`src/rtl/smb_regs_pkg.sv`:
```
package smb_regs_pkg;
  localparam int DW = 8;

  // register offsets (software-visible map)
  localparam int OFS_STS  = 0;
  localparam int OFS_CTL  = 2;
  localparam int OFS_CMD  = 3;
  localparam int OFS_ADR  = 4;
  localparam int OFS_D0   = 5;
  localparam int OFS_D1   = 6;
  localparam int OFS_PEC  = 8;
  localparam int OFS_AUXC = 13;

  // status bit positions
  localparam int B_BUSY  = 0;
  localparam int B_DONE  = 1;
  localparam int B_DEV   = 2;
  localparam int B_BUS   = 3;
  localparam int B_FAIL  = 4;
  localparam int B_ALERT = 5;
  localparam int B_INUSE = 6;
  localparam int B_BDONE = 7;

  // control bit positions
  localparam int C_IE    = 0;
  localparam int C_KILL  = 1;
  localparam int C_CMDLO = 2;
  localparam int CMD_W   = 4;
  localparam int C_START = 6;
  localparam int C_PEC   = 7;

  localparam int AUX_W   = 2;

  localparam logic [DW-1:0] W1C_MASK = 8'hFE;
  localparam logic [DW-1:0] IRQ_MASK = 8'h1E;

  // plain byte registers, in generate order
  localparam int NRW = 5;

  typedef struct packed {
    logic done;
    logic dev_err;
    logic bus_err;
    logic byte_done;
    logic alert;
  } smb_evt_t;

  function automatic int rw_ofs(input int i);
    case (i)
      0:       return OFS_CMD;
      1:       return OFS_ADR;
      2:       return OFS_D0;
      3:       return OFS_D1;
      default: return OFS_PEC;
    endcase
  endfunction
endpackage

```
`src/rtl/smb_status_flags.sv`:
```
module smb_status_flags
  import smb_regs_pkg::*;
(
  input  logic          clk,
  input  logic          rst,
  input  logic          wr_en,
  input  logic [DW-1:0] wdata,
  input  logic          rd_probe,
  input  logic          start_ok,
  input  logic          kill_held,
  input  smb_evt_t      evt,
  output logic [DW-1:0] sts
);
  logic [DW-1:0] nxt;
  logic          kill_abort;
  logic          end_evt;

  assign kill_abort = kill_held & sts[B_BUSY];
  assign end_evt    = evt.done | evt.dev_err | evt.bus_err | kill_abort;

  always_comb begin
    nxt = sts;
    if (wr_en)         nxt = nxt & ~(wdata & W1C_MASK);
    if (rd_probe)      nxt[B_INUSE] = 1'b1;
    if (evt.done)      nxt[B_DONE]  = 1'b1;
    if (evt.dev_err)   nxt[B_DEV]   = 1'b1;
    if (evt.bus_err)   nxt[B_BUS]   = 1'b1;
    if (evt.byte_done) nxt[B_BDONE] = 1'b1;
    if (evt.alert)     nxt[B_ALERT] = 1'b1;
    if (kill_abort)    nxt[B_FAIL]  = 1'b1;
    if (start_ok)      nxt[B_BUSY]  = 1'b1;
    else if (end_evt)  nxt[B_BUSY]  = 1'b0;
  end

  always_ff @(posedge clk) begin
    if (rst) sts <= '0;
    else     sts <= nxt;
  end

  // a held kill during busy aborts with failed set
  a_r7_kill_abort: assert property (@(posedge clk) disable iff (rst)
    (kill_held && sts[B_BUSY]) |=> (!sts[B_BUSY] && sts[B_FAIL]));

  // done flag only falls after a one written to its position
  a_r2_done_w1c: assert property (@(posedge clk) disable iff (rst)
    $fell(sts[B_DONE]) |-> $past(wr_en && wdata[B_DONE]));

  // failed flag only falls after a one written to its position
  a_r2_fail_w1c: assert property (@(posedge clk) disable iff (rst)
    $fell(sts[B_FAIL]) |-> $past(wr_en && wdata[B_FAIL]));

  // busy only rises on an accepted start
  a_r3_busy_rise: assert property (@(posedge clk) disable iff (rst)
    $rose(sts[B_BUSY]) |-> $past(start_ok));
endmodule

```
`src/rtl/smb_ctl_reg.sv`:
```
module smb_ctl_reg
  import smb_regs_pkg::*;
(
  input  logic             clk,
  input  logic             rst,
  input  logic             wr_en,
  input  logic [DW-1:0]    wdata,
  input  logic             busy,
  output logic [DW-1:0]    ctl,
  output logic             start_ok,
  output logic             eng_start,
  output logic             kill,
  output logic [CMD_W-1:0] cmd,
  output logic             pec_en,
  output logic             irq_en
);
  logic accept;

  assign accept   = wr_en & ~(wdata[C_START] & busy);
  assign start_ok = wr_en & wdata[C_START] & ~wdata[C_KILL] & ~busy;

  always_ff @(posedge clk) begin
    if (rst) begin
      ctl       <= '0;
      eng_start <= 1'b0;
    end else begin
      if (accept) begin
        ctl          <= wdata;
        ctl[C_START] <= 1'b0;
      end
      eng_start <= start_ok;
    end
  end

  assign kill   = ctl[C_KILL];
  assign cmd    = ctl[C_CMDLO +: CMD_W];
  assign pec_en = ctl[C_PEC];
  assign irq_en = ctl[C_IE];

  // a start written during busy changes nothing
  a_r5_start_busy_ignored: assert property (@(posedge clk) disable iff (rst)
    (wr_en && wdata[C_START] && busy) |=> ($stable(ctl) && !eng_start));

  // start pulse lasts one cycle
  a_r4_start_one_cycle: assert property (@(posedge clk) disable iff (rst)
    eng_start |=> !eng_start);
endmodule

```
`src/rtl/smb_data_regs.sv`:
```
module smb_data_regs
  import smb_regs_pkg::*;
#(
  parameter int ADDR_W = 4
) (
  input  logic                     clk,
  input  logic                     rst,
  input  logic                     wr_en,
  input  logic [ADDR_W-1:0]        addr,
  input  logic [DW-1:0]            wdata,
  input  logic                     ev_we,
  input  logic [DW-1:0]            ev_lo,
  input  logic [DW-1:0]            ev_hi,
  output logic [NRW-1:0][DW-1:0]   rw_q,
  output logic [AUX_W-1:0]         aux_q
);
  for (genvar g = 0; g < NRW; g++) begin : g_byte
    localparam int  OFS  = rw_ofs(g);
    localparam bit  EVLD = (OFS == OFS_D0) || (OFS == OFS_D1);
    logic [DW-1:0] ev_val;
    if (EVLD) begin : g_ev
      assign ev_val = (OFS == OFS_D0) ? ev_lo : ev_hi;
    end else begin : g_noev
      assign ev_val = '0;
    end
    always_ff @(posedge clk) begin
      if (rst)                                         rw_q[g] <= '0;
      else if (EVLD && ev_we)                          rw_q[g] <= ev_val;
      else if (wr_en && addr == ADDR_W'(OFS))          rw_q[g] <= wdata;
    end
  end

  always_ff @(posedge clk) begin
    if (rst)                                  aux_q <= '0;
    else if (wr_en && addr == ADDR_W'(OFS_AUXC)) aux_q <= wdata[AUX_W-1:0];
  end

  // engine load lands in data0 / data1
  a_r11_word_load: assert property (@(posedge clk) disable iff (rst)
    ev_we |=> (rw_q[2] == $past(ev_lo) && rw_q[3] == $past(ev_hi)));
endmodule

```
`src/rtl/smb_host_regs.sv`:
```
module smb_host_regs
  import smb_regs_pkg::*;
#(
  parameter int ADDR_W = 4
) (
  input  logic              clk,
  input  logic              rst,
  input  logic              bus_wr,
  input  logic              bus_rd,
  input  logic [ADDR_W-1:0] bus_addr,
  input  logic [7:0]        bus_wdata,
  output logic [7:0]        bus_rdata,
  output logic              eng_start,
  output logic              eng_kill,
  output logic [3:0]        eng_cmd,
  output logic              eng_pec_en,
  output logic              eng_crc_en,
  output logic [7:0]        eng_slave,
  output logic [7:0]        eng_cmdbyte,
  output logic [7:0]        eng_data0,
  output logic [7:0]        eng_data1,
  output logic [7:0]        eng_pec_byte,
  input  logic              ev_done,
  input  logic              ev_dev_err,
  input  logic              ev_bus_err,
  input  logic              ev_byte_done,
  input  logic              ev_alert,
  input  logic              ev_data_we,
  input  logic [7:0]        ev_data_lo,
  input  logic [7:0]        ev_data_hi,
  output logic              irq
);
  logic [DW-1:0]          sts, ctl;
  logic [NRW-1:0][DW-1:0] rw_q;
  logic [AUX_W-1:0]       aux_q;
  logic                   wr_sts, wr_ctl, rd_sts;
  logic                   start_ok, kill, irq_en;
  smb_evt_t               evt;
  logic [DW-1:0]          rd_mux;

  assign wr_sts = bus_wr && bus_addr == ADDR_W'(OFS_STS);
  assign wr_ctl = bus_wr && bus_addr == ADDR_W'(OFS_CTL);
  assign rd_sts = bus_rd && bus_addr == ADDR_W'(OFS_STS);

  assign evt = '{done: ev_done, dev_err: ev_dev_err, bus_err: ev_bus_err,
                 byte_done: ev_byte_done, alert: ev_alert};

  smb_status_flags u_sts (
    .clk(clk), .rst(rst), .wr_en(wr_sts), .wdata(bus_wdata),
    .rd_probe(rd_sts), .start_ok(start_ok), .kill_held(kill),
    .evt(evt), .sts(sts)
  );

  smb_ctl_reg u_ctl (
    .clk(clk), .rst(rst), .wr_en(wr_ctl), .wdata(bus_wdata),
    .busy(sts[B_BUSY]), .ctl(ctl), .start_ok(start_ok),
    .eng_start(eng_start), .kill(kill), .cmd(eng_cmd),
    .pec_en(eng_pec_en), .irq_en(irq_en)
  );

  smb_data_regs #(.ADDR_W(ADDR_W)) u_data (
    .clk(clk), .rst(rst), .wr_en(bus_wr), .addr(bus_addr), .wdata(bus_wdata),
    .ev_we(ev_data_we), .ev_lo(ev_data_lo), .ev_hi(ev_data_hi),
    .rw_q(rw_q), .aux_q(aux_q)
  );

  assign eng_kill     = kill;
  assign eng_crc_en   = aux_q[0];
  assign eng_cmdbyte  = rw_q[0];
  assign eng_slave    = rw_q[1];
  assign eng_data0    = rw_q[2];
  assign eng_data1    = rw_q[3];
  assign eng_pec_byte = rw_q[4];

  always_comb begin
    rd_mux = '0;
    if (bus_addr == ADDR_W'(OFS_STS))  rd_mux = sts;
    if (bus_addr == ADDR_W'(OFS_CTL))  rd_mux = ctl;
    if (bus_addr == ADDR_W'(OFS_AUXC)) rd_mux = {{(DW-AUX_W){1'b0}}, aux_q};
    for (int i = 0; i < NRW; i++)
      if (bus_addr == ADDR_W'(rw_ofs(i))) rd_mux = rw_q[i];
  end

  always_ff @(posedge clk) begin
    if (rst) begin
      bus_rdata <= '0;
      irq       <= 1'b0;
    end else begin
      if (bus_rd) bus_rdata <= rd_mux;
      irq <= irq_en & |(sts & IRQ_MASK);
    end
  end

  // start pulse always sees busy set
  a_r4_start_busy: assert property (@(posedge clk) disable iff (rst)
    eng_start |-> sts[B_BUSY]);

  // interrupt stays low when enable was off
  a_r9_irq_gated: assert property (@(posedge clk) disable iff (rst)
    $past(!irq_en) |-> !irq);
endmodule

```
`config.mk`:
```
export PLATFORM = sky130hd
export DESIGN_NAME = smb_host_regs
export DESIGN_NICKNAME = d
export VERILOG_FILES = /design/src/rtl/smb_regs_pkg.sv /design/src/rtl/smb_status_flags.sv /design/src/rtl/smb_ctl_reg.sv /design/src/rtl/smb_data_regs.sv /design/src/rtl/smb_host_regs.sv
export SDC_FILE = /design/constraint.sdc
export NUM_CORES = 1
export LEC_CHECK = 0
export CAP_MARGIN = 15
export CELL_PAD_IN_SITES_DETAIL_PLACEMENT = 1
export CELL_PAD_IN_SITES_GLOBAL_PLACEMENT = 2
export CORE_AREA = 2 2 126 104
export CTS_CLUSTER_DIAMETER = 40
export CTS_CLUSTER_SIZE = 20
export DETAILED_ROUTE_END_ITERATION = 8
export DIE_AREA = 0 0 128 106
export GPL_TIMING_DRIVEN = 0
export PLACE_DENSITY_LB_ADDON = 0.1
export SETUP_SLACK_MARGIN = 0.15
export SYNTH_ARGS = -nofsm -noshare
export SYNTH_HDL_FRONTEND = slang
export SYNTH_SLANG_ARGS = --single-unit
export TNS_END_PERCENT = 1
```
`constraint.sdc`:
```
create_clock -name clk -period 1.7 [get_ports clk]
set_clock_uncertainty 0.15 [all_clocks]
set_input_delay 0.17 -clock clk [delete_from_list [all_inputs] [get_ports clk]]
set_output_delay 0.17 -clock clk [all_outputs]
set_load 0.1 [all_outputs]
```
**Word-level counts from Yosys, hierarchy flattened**

Cells that the tools add are included.

- Flip-flop bits (word level): 67
- Logic and storage cells: 83
- Output and inout bits: 57
- Input bits: 38

- Equal/unequal tests: 7
- Muxes and demuxes: 22
- Bitwise logic cells: 15
- Reduce and logical (&&, ||, !) cells: 21

Operators by type and width:

| kind | number |
|---|---|
| $mux W8 | 13 |
| $reduce_bool A2 Y1 | 9 |
| $eq A4 B3 Y1 const B | 3 |
| $logic_and A1 B1 Y1 | 9 |
| $mux W1 | 9 |
| $and A8 B8 Y8 | 1 |
| $eq A4 B2 Y1 const B | 2 |
| $eq A4 B4 Y1 const B | 2 |
| $not A8 Y8 | 1 |
| $and A1 B1 Y1 | 7 |
| $logic_not A4 Y1 | 1 |
| $reduce_or A4 Y1 | 1 |
| $not A1 Y1 | 3 |
| $or A1 B1 Y1 | 3 |
| $reduce_bool A3 Y1 | 1 |

**Depth between registers and ports, before layout**

- Depth after elaboration: 9
- Mapped depth: 7
- Gate-level depth less buffers: 4

**Hierarchy**

From an unflattened synthesis, not the netlist that was laid out.

- Cells, all modules: 409
- Area total of the unflattened synthesis: 3609.7 sq um

By module, submodules not included:

| module | area an instance (sq um) | cells an instance | times used |
|---|---|---|---|
| smb_data_regs | 1968.1 | 222 | 1 |
| smb_host_regs | 904.6 | 116 | 1 |
| smb_ctl_reg | 445.4 | 44 | 1 |
| smb_status_flags | 291.5 | 27 | 1 |

**Least setup slack after synthesis**

Ideal clock, no wire load.

- Path kind: reg2reg
- Start point: register u_data.rw_q[22] (netlist bit)
- End point: register bus_rdata[6]
- Data arrival time: 1654 ps
- Period minus slack after synthesis: 1895 ps
- Cell stages (with the launch flop): 5
- Path slack: -195 ps
- Cells stage by stage: dfxtp_1 -> and3b_1 -> o21ai_0 -> a21o_1 -> a311oi_1

- Word-level cells in the longest chain between the ends: 3

Ends and longest elaborated chain:

| what | line | source |
|---|---|---|
| start, declared | smb_data_regs.sv:14 | `output logic [NRW-1:0][DW-1:0] rw_q,` |
| start signal, assigned by index | smb_data_regs.sv:28 | `else if (EVLD && ev_we) rw_q[g] <= ev_val;` |
| start signal, assigned by index | smb_data_regs.sv:29 | `else if (wr_en && addr == ADDR_W'(OFS)) rw_q[g] <= wdata;` |
| $mux W8 (3 in series) | smb_host_regs.sv:81 | `if (bus_addr == ADDR_W'(rw_ofs(i))) rd_mux = rw_q[i];` |
| end signal, assigned | smb_host_regs.sv:89 | `if (bus_rd) bus_rdata <= rd_mux;` |
| end, declared | smb_host_regs.sv:12 | `output logic [7:0] bus_rdata,` |

No other way between the ends.
A chain may end at the register's enable or synchronous reset.

**Worst setup path in the final report**

- Start point: register bus_rdata[3]
- End point: output port bus_rdata[3]

No word-level cell between the ends.

==> results.yml <==
run_status:
  status: "finished, final reports clean"
logic_synthesis:
  synth_compound_area_frac: 0.1920
  synth_xor_area_frac: 0
  synth_area_mm2: 0.003264
  yosys-top-cells-count: "67 x dfxtp_1, 42 x nor2_1, 41 x a21oi_1, 39 x nand3_1, 37 x nand2_1"
  ys_types: 43
  synth_area_per_cell_um2: 8.392
  synth_area_leader_cell: "dfxtp_1"
  synth_nets: 427
  synth_most_common_cell: "dfxtp_1"
  synth_top_family_by_area: "simple AND/OR/NAND/NOR gates"
  synth_mux_area_frac: 0.06171
  synthAdderAreaFrac: 0
  yosysSeqAreaShare: 0.4109
  synth_top_cell_area_share: 0.4109
  synth_ff_type: "dfxtp_1"
  synth_seq_cells: 67
  synth_edf_count: 0
  synthSimpleGateAreaFrac: 0.2756
  async_reset_ff_frac: 0
  synth_top_cells_by_area: "dfxtp_1 41%, a21oi_1 6.3%, nand3_1 6.0%, mux2i_1 5.8%, nor2_1 4.8%"
  postSynthCellCount: 389
  ys_warn_count: 0
setup_path:
  cp-end-kind: "output pin"
  critical_path_required_ns: 1.38
  reg2reg_depth: 4
  critPathBufInv: 1
  critPathMaxFanout: 2
  critPathKind: "reg2out"
  rr_endpoint: "bus_rdata[1]$_SDFFE_PP0P_"
  cpLargestDelayFamily: "buffers and inverters"
  regToRegSetupSlack_ns: 0.26
  crit_arrival_ns: 1.23
  timing.rr.start: "u_ctl.ctl[1]$_SDFFE_PP0P_"
  slowest_stage: "clkdlybuf4s18_2"
  max_stage_delay_ns: 0.55
  start_kind: "flop"
  path_cells: "clkdlybuf4s18_2"
clock_tree:
  cts.sinks: 67
  numCtsBuffers: 9
  h-tree-depth: 3
  insertion_delay_ns: 0.34
  cts-root-buf: "clkbuf_16"
  cts_hold_buffers: 0
  clockBufferDepth: 2
  clk_pin_slew_worst_paths_ns: 0.06
  cts_tree: "done"
timing:
  grt_setup_unrepaired: "yes"
  period_minus_slack_ns: 1.546
  finalMaxSlewViolations: 0
  relSlewSlack: 0.4998
  worst_slack_ns: 0.1538
  finalHoldViolCount: 0
  post-route-period-util: 0.9095
  final.setup.tns_ns: 0
  clock.fmax_mhz: 646.7
  setup_violations: 0
  worst_pin_slew_ns: 0.7503
layout:
  final_layout_size_suffix_gt1_frac: 0.2938
  nets: 531
  instances_no_fill: 653
  fill_cells: 1497
  antenna_cells: 0
  area_growth_pct: 38.67
power:
  vdd_drop_max_mv: 0.4656
  cellLeakagePower_uw: 0.001812
  powerDensity_mw_per_mm2: 929.2
  total_power_uw: 4206
detailed_routing:
  drt_iter0_markers: 152
  wl_per_cell_um: 20.93
  drtPass1Iterations: 4
  route.detailed.drc: 0
  ant_nets: 0
  vias: 3361
  routed_wl_um: 13670
  viasPerCell: 5.147
grt:
  grt_pass1_wl_um: 20710
  grt_start_max_net_pins: 11
  grtUsageTotal: 0.2057
  grt_pass1_vias: 3461
  grt_antenna_before_repair: 0
  gr-total-overflow: 0
floorplanning:
  coreArea_mm2: 0.01241
  rows: 37
  die_w_um: 128
  die_y_um: 106
  initial_core_util: 0.2631
  die_area_mm2: 0.01357
  io_pins: 95
placement:
  hpwl_um: 10190
  port_buffers: 91
  gp_congestion: 0.8301
  place_inst: 636
  dp_slack_ns: -0.7363
flow_run:
  maxCapViolations: 0
hold_path:
  hp-start: "bus_addr[0]"
  holdPathEnd: "u_data.rw_q[9]$_SDFFE_PP0P_"
  hold_depth: 5
  hp-class: "in2reg"
==> layout by cell type, fill, tap and decap left out, types with 16 or more instances in the layout <==
cell,netlist,final
a21oi_1,41,40
clkbuf_1,19,16
mux2i_1,19,19
dfxtp_1,67,36
buf_2,6,50
clkdlybuf4s50_1,0,30
nand2_1,37,36
nand3_1,39,39
dfxtp_2,0,31
nor2_1,42,42
==> how the worst max path moves through the flow <==
stage                                            start                     endpoint  slack (ns)  cells past startpoint
after floorplan           u_data.rw_q[11]$_SDFFE_PP0P_    bus_rdata[3]$_SDFFE_PP0P_        0.01                      3
after global placement                     bus_addr[2]    u_ctl.ctl[3]$_SDFFE_PP0P_       -0.72                      6
after detailed placement                   bus_addr[2]    u_ctl.ctl[4]$_SDFFE_PP0P_       -0.74                      6
after CTS                                  bus_addr[2]    bus_rdata[5]$_SDFFE_PP0P_        0.02                      7
after global routing                               rst  u_data.rw_q[7]$_SDFFE_PP0P_        0.10                      4
final                        bus_rdata[3]$_SDFFE_PP0P_                 bus_rdata[3]        0.15                      1
==> state kept, by name, indices dropped and copies added (netlist names) <==
name / flops
u_sts.sts: 8
u_ctl.ctl: 7
u_data.aux_q: 2
u_ctl.eng_start: 1
u_data.rw_q: 40
bus_rdata: 8
irq: 1
==> cell families after synthesis <==
kind of cell / Yosys count
flops: 67
buf+inv: 39
compound gates: 95
mux: 20
simple gates: 168
==> report_power, final <==
group          internal (uW)  switching (uW)  leakage (uW)
Combinational            220             602       0.00112
Sequential              1630            52.3      0.000560
Clock                   1010             690      0.000132
==> per-layer routing <==
layer  up-vias  global-route usage  routed length, um
li1       1617                   -                  -
met1      1643              0.3059               7112
met2        87              0.3037               5794
met3        14             0.04026                580
met4         0             0.05024                181
met5         -                   0                  0
==> worst min-delay path, stage by stage <==
cell,delay [ns]
clkbuf_2,0.17
nor4b_4,0.09
buf_6,0.14
nand3_1,0.08
a21oi_1,0.06
==> area by class of cell <==
class                      instances  area [um^2]  area share
sequential                        67         1380      0.3049
multi-input combinational        283         1784      0.3941
clock buffer                      12        246.5     0.05445
buffer                            35        197.7     0.04367
clock inverter                     3        15.01    0.003317
inverter                           4        15.01    0.003317
timing repair buffer              93        693.2      0.1531
tap                              156        195.2     0.04312
==> repair_timing <==
| action | in CTS | in global routing |
|---|---|---|
| gates cloned | 0 | 0 |
| buffers inserted | 2 | 0 |
| pin swaps | 1 | 0 |
| resized for setup | 291 | 13 |
| setup endpoints to repair | 123 | 73 |
==> through the flow <==
step / cell area, um^2 / util / hold WS (ns)
floorplan: 3303 / - / 0.1374
global placement: 4409 / 0.3554 / 0.3100
detailed placement: 4409 / 0.3554 / 0.3184
CTS: 4507 / 0.3633 / 0.2535
global route: 4527 / 0.3649 / 0.2729
finish: 4527 / 0.3649 / 0.2534
No activity file was read; power rests on OpenSTA's default activity.
